`config.mk`:
```
export PLATFORM = sky130hd
export DESIGN_NAME = uart_irq_ctrl
export DESIGN_NICKNAME = d
export VERILOG_FILES = /design/src/rtl/uart_irq_pkg.sv /design/src/rtl/irq_mask_reg.sv /design/src/rtl/irq_status_reg.sv /design/src/rtl/irq_out_reg.sv /design/src/rtl/uart_irq_ctrl.sv
export SDC_FILE = /design/constraint.sdc
export NUM_CORES = 1
export LEC_CHECK = 0
export ABC_AREA = 1
export ABC_CLOCK_PERIOD_IN_PS = 2500
export BUFFER_PORTS_ARGS = -buffer_cell sky130_fd_sc_hd__buf_4
export CORE_MARGIN = 10
export CORE_UTILIZATION = 30
export CTS_BUF_LIST = sky130_fd_sc_hd__clkbuf_2 sky130_fd_sc_hd__clkbuf_4 sky130_fd_sc_hd__clkbuf_8
export DETAILED_ROUTE_END_ITERATION = 10
export GPL_ROUTABILITY_DRIVEN = 0
export GPL_TIMING_DRIVEN = 0
export HOLD_SLACK_MARGIN = 0.15
export PLACE_DENSITY = 0.67
export SLEW_MARGIN = 20
export SYNTH_ARGS = -nofsm -noshare
export SYNTH_HDL_FRONTEND = slang
export SYNTH_SLANG_ARGS = --single-unit
```
`constraint.sdc`:
```
create_clock -name clk_i -period 2.5 [get_ports clk_i]
set_clock_uncertainty 0.2 [all_clocks]
set_input_delay 0.375 -clock clk_i [delete_from_list [all_inputs] [get_ports clk_i]]
set_output_delay 0.375 -clock clk_i [all_outputs]
set_load 0.05 [all_outputs]
```
`src/rtl/uart_irq_pkg.sv`:
```
package uart_irq_pkg;
  localparam int IRQ_W  = 13;
  localparam int DATA_W = 32;
  localparam int ADDR_W = 8;

  // source bit positions
  localparam int B_RX_TRIG  = 0;
  localparam int B_RX_EMPTY = 1;
  localparam int B_RX_FULL  = 2;
  localparam int B_TX_EMPTY = 3;
  localparam int B_TX_FULL  = 4;
  localparam int B_OVERRUN  = 5;
  localparam int B_FRAMING  = 6;
  localparam int B_PARITY   = 7;
  localparam int B_RX_TOUT  = 8;

  localparam logic [IRQ_W-1:0] CHAN_VIEW =
    IRQ_W'((1 << B_RX_TRIG) | (1 << B_RX_EMPTY) | (1 << B_TX_EMPTY) | (1 << B_TX_FULL));

  localparam logic [7:0] OFF_EN   = 8'h08;
  localparam logic [7:0] OFF_DIS  = 8'h0C;
  localparam logic [7:0] OFF_MASK = 8'h10;
  localparam logic [7:0] OFF_STS  = 8'h14;
  localparam logic [7:0] OFF_CHAN = 8'h2C;
endpackage

```
`src/rtl/irq_mask_reg.sv`:
```
module irq_mask_reg #(
  parameter int W = 13
) (
  input  logic         clk_i,
  input  logic         rst_ni,
  input  logic [W-1:0] set_i,
  input  logic [W-1:0] clr_i,
  output logic [W-1:0] mask_o
);
  always_ff @(posedge clk_i or negedge rst_ni) begin
    if (!rst_ni) mask_o <= '0;
    else         mask_o <= (mask_o | set_i) & ~clr_i;
  end
endmodule

```
`src/rtl/irq_status_reg.sv`:
```
module irq_status_reg #(
  parameter int W = 13
) (
  input  logic         clk_i,
  input  logic         rst_ni,
  input  logic [W-1:0] evt_i,
  input  logic [W-1:0] mask_i,
  input  logic [W-1:0] clr_i,
  output logic [W-1:0] status_o
);
  for (genvar b = 0; b < W; b++) begin : g_bit
    always_ff @(posedge clk_i or negedge rst_ni) begin
      if (!rst_ni)                     status_o[b] <= 1'b0;
      else if (evt_i[b] && mask_i[b])  status_o[b] <= 1'b1;  // set beats clear
      else if (clr_i[b])               status_o[b] <= 1'b0;
    end
  end
endmodule

```
`src/rtl/irq_out_reg.sv`:
```
module irq_out_reg #(
  parameter int W = 13
) (
  input  logic         clk_i,
  input  logic         rst_ni,
  input  logic [W-1:0] status_i,
  input  logic [W-1:0] mask_i,
  output logic         irq_o
);
  always_ff @(posedge clk_i or negedge rst_ni) begin
    if (!rst_ni) irq_o <= 1'b0;
    else         irq_o <= |(status_i & mask_i);
  end
endmodule

```
`src/rtl/uart_irq_ctrl.sv`:
```
module uart_irq_ctrl
  import uart_irq_pkg::*;
#(
  parameter int IRQ_W  = uart_irq_pkg::IRQ_W,
  parameter int DATA_W = uart_irq_pkg::DATA_W,
  parameter int ADDR_W = uart_irq_pkg::ADDR_W
) (
  input  logic              clk_i,
  input  logic              rst_ni,
  input  logic              wr_en_i,
  input  logic              rd_en_i,
  input  logic [ADDR_W-1:0] addr_i,
  input  logic [IRQ_W-1:0]  wdata_i,
  output logic [DATA_W-1:0] rdata_o,
  input  logic [IRQ_W-1:0]  event_i,
  input  logic [IRQ_W-1:0]  cond_i,
  output logic              irq_o
);
  localparam int PAD_W = DATA_W - IRQ_W;

  logic [IRQ_W-1:0] mask_q, status_q;
  logic [IRQ_W-1:0] set_d, clr_d, ack_d, rd_val;
  logic hit_en, hit_dis, hit_sts;

  assign hit_en  = wr_en_i && (addr_i == ADDR_W'(OFF_EN));
  assign hit_dis = wr_en_i && (addr_i == ADDR_W'(OFF_DIS));
  assign hit_sts = wr_en_i && (addr_i == ADDR_W'(OFF_STS));

  assign set_d = hit_en  ? wdata_i : '0;
  assign clr_d = hit_dis ? wdata_i : '0;
  assign ack_d = hit_sts ? wdata_i : '0;

  irq_mask_reg #(.W(IRQ_W)) u_mask (
    .clk_i (clk_i), .rst_ni (rst_ni),
    .set_i (set_d), .clr_i (clr_d), .mask_o (mask_q)
  );

  irq_status_reg #(.W(IRQ_W)) u_status (
    .clk_i (clk_i), .rst_ni (rst_ni),
    .evt_i (event_i), .mask_i (mask_q), .clr_i (ack_d), .status_o (status_q)
  );

  irq_out_reg #(.W(IRQ_W)) u_irq (
    .clk_i (clk_i), .rst_ni (rst_ni),
    .status_i (status_q), .mask_i (mask_q), .irq_o (irq_o)
  );

  // enable/disable ports and unmapped offsets read as zero
  always_comb begin
    rd_val = '0;
    if (rd_en_i) begin
      unique case (addr_i)
        ADDR_W'(OFF_MASK): rd_val = mask_q;
        ADDR_W'(OFF_STS):  rd_val = status_q;
        ADDR_W'(OFF_CHAN): rd_val = cond_i & CHAN_VIEW;
        default:           rd_val = '0;
      endcase
    end
  end

  assign rdata_o = {{PAD_W{1'b0}}, rd_val};
endmodule

```
==> impl_metrics.tcl <==
set metrics [dict create \
    outcome "finished, final reports clean" \
    avgSynthCellArea_um2 6.754 \
    path_buf_inv 5 \
    antenna_found_initial 0 \
    clockRootBuffer "clkbuf_8" \
    leakagePower_uw 0.001520 \
    pin_count 84 \
    core_um2 6277 \
    synth_area_leader_cell "dfrtp_1" \
    rows 29 \
    hold_path_class "input port to register" \
    cp-end-kind "primary output" \
    drt-initial-drc-count 121 \
    met1_length_um 2379 \
    htreeDepth 1 \
    cp_common_cell "buf_4" \
    maxCapViolations 0 \
    cts_resized 0 \
    grt.total_usage_pct 11.40 \
    diodes 0 \
    via_count 1928 \
    cts_tree "yes" \
    hold_end "u_status.status_o[8]" \
    final_common_cell "nand2_1" \
    seq_area_frac_synth_pct 35.23 \
    drcViolationCount 0 \
    viasPerCell 4.256 \
    clockBufferDepth 2 \
    fin_crit_ns 2.207 \
    crit_chain "buf_4 > inv_2 > nand2_4 > nor2_2 > buf_2 > nand3_1 > nand2_1 > inv_1 > nor2_1 > buf_4" \
    critical_path_required_ns 1.92 \
    path_max_fanout 10 \
    dieArea_um2 9992 \
    grt_pass1_wl_um 9459 \
    rsz0062_at_grt "false" \
    post-route-util_pct 42.87 \
    grt-ovfl-total 0 \
    die_width_um 99.96 \
    yosys-top-cells-area "dfrtp_1, nand2_1, nand3_1" \
    grt_pass1_vias 2030 \
    finalSetupViolations 0 \
    nNetsFinal 428 \
    synth_top_area_share_pct 35.23 \
    finalHoldViolCount 0 \
    first_pass_iters 4 \
    wl_um 5623 \
    total_power_uw 1153 \
    netlist_area_um2 1918 \
    syn2layout_area_growth_pct 40.31 \
    setup_tns_ns 0 \
    ys_warn_count 0 \
    ys_types 20 \
    post-route-period-util_pct 88.27 \
    r2r_start "u_mask.mask_o[5]" \
    ir_worst_vdd_mv 0.1984 \
    clock.fmax_mhz 453.1 \
    path_clk_slew_ns 0.09 \
    slowest_delay_ns 0.25 \
    wl_per_cell_um 12.41 \
    cts_buffers 3 \
    start_kind "input port" \
    cp_slowest_cell "buf_2" \
    power.density_nw_per_um2 428.3 \
    postCtsSetupBuffers 0 \
    die_h_um 99.96 \
    ant_nets 0 \
    drive_above_1_share_pct 27.66 \
    critPathTopFamily "buffers and inverters" \
    r2r_end "u_status.status_o[5]" \
    path_class "input port to primary output" \
    topRoutingLayerUsed "met4" \
    cp.arrival_ns 1.63 \
    port-buffer-count 55 \
    wl_met2_um 2735 \
    clk_latency_ns 0.27 \
    dp_hpwl_um 4492 \
    synth-seq-cells 27 \
    synthCells 284 \
    wl_met3_um 451 \
    worstHoldStart "wdata_i[8]" \
    worstHoldPathCells 4 \
    worstRegToRegCells 3 \
    drv_slew 0 \
    r2r_slack_ns 1.10 \
    grt_max_degree 28 \
    start_util_pct 30.56 \
    layout_common_cells "nand2_1, buf_4, nand3_1, inv_1, dfrtp_1" \
    clock_sinks 27 \
]
-- cell usage after synthesis --
master and instances:
nand4_1 2, nor2_2 1, nor2_8 1, nand2_4 2
buf_2 5, buf_6 2, conb_1 1, buf_4 19
inv_2 8, nand3b_1 1, nand3_1 42, nor2_4 3
a21oi_1 7, nand2_1 98, nand2_2 3, o21bai_1 12
dfrtp_1 27, inv_1 36, nor2_1 13, nor3_2 1
-- worst register-to-register path, stage by stage, from the launching register on --
cell and delay (ns):
dfrtp_1 0.42, nand2_1 0.07, nand2_1 0.05, dlygate4sd3_1 0.55
-- sequential cells by signal (all words and copies together), names as in the netlist --
signal	count
u_mask.mask_o	13
u_irq.irq_o	1
u_status.status_o	13
-- report_power, final --
part / internal [uW] / leakage, uW / total, uW / switching, uW
Clock: 112 / 0.0000255 / 245 / 133
Sequential: 520 / 0.000336 / 591 / 71.3
Combinational: 137 / 0.00116 / 316 / 180
Total: 768 / 0.00152 / 1150 / 384
-- cell type report --
cell class | instances | area (um2)
flip-flops and latches | 27 | 675.6
plain buffers | 26 | 190.2
fillers | 639 | 3586
multi-input cells | 205 | 954.7
clock inverters | 1 | 5.005
well taps | 77 | 96.34
inverters | 44 | 165.2
clock buffers | 3 | 41.29
repair buffers | 70 | 563.0
-- what timing repair did --
action | in CTS | in global routing
hold buffers | 15 | 0
endpoints found under the setup margin | 0 | 0
endpoints found under the hold margin | 40 | 0
-- kinds of logic (layout without fill, tap and decap cells) --
family | count (synthesis) | in the layout | synth area share (%)
flip-flops | 27 | 27 | 35.23
AO/OA/AOI/OAI | 19 | 19 | 6.523
other | 1 | 19 | 0.1955
buffers and inverters | 70 | 144 | 18.53
AND/OR/NAND/NOR | 167 | 167 | 39.53
-- worst max-delay path by stage --
| stage | startpoint | endpoint | slack, ns | cells past startpoint |
|---|---|---|---|---|
| after floorplan | addr_i[0] | rdata_o[11] | 0.20 | 6 |
| after global placement | addr_i[0] | rdata_o[7] | 0.27 | 10 |
| after detailed placement | addr_i[0] | rdata_o[10] | 0.29 | 10 |
| after CTS | addr_i[0] | rdata_o[10] | 0.29 | 10 |
| after global routing | addr_i[1] | rdata_o[7] | 0.13 | 10 |
| final | addr_i[0] | rdata_o[7] | 0.29 | 10 |
-- layer usage --
layer  vias up  global-route usage, %
li1       1020                      -
met1       837                  13.94
met2        65                  19.26
met3         6                  3.365
met4         0                  2.426
met5         -                      0
-- through the flow --
step | setup WS, ns | cell area, um2 | hold WS (ns) | std cells
after floorplan | 0.2027 | 1986 | -0.1206 | 302
after global placement | 0.2729 | 2495 | 0.1054 | 434
after detailed placement | 0.2873 | 2495 | 0.1086 | 434
after CTS | 0.2854 | 2691 | 0.1506 | 453
after global routing | 0.1334 | 2691 | 0.1613 | 453
final | 0.2932 | 2691 | 0.1507 | 453
Note: power is estimated with default switching activity, not from simulation.
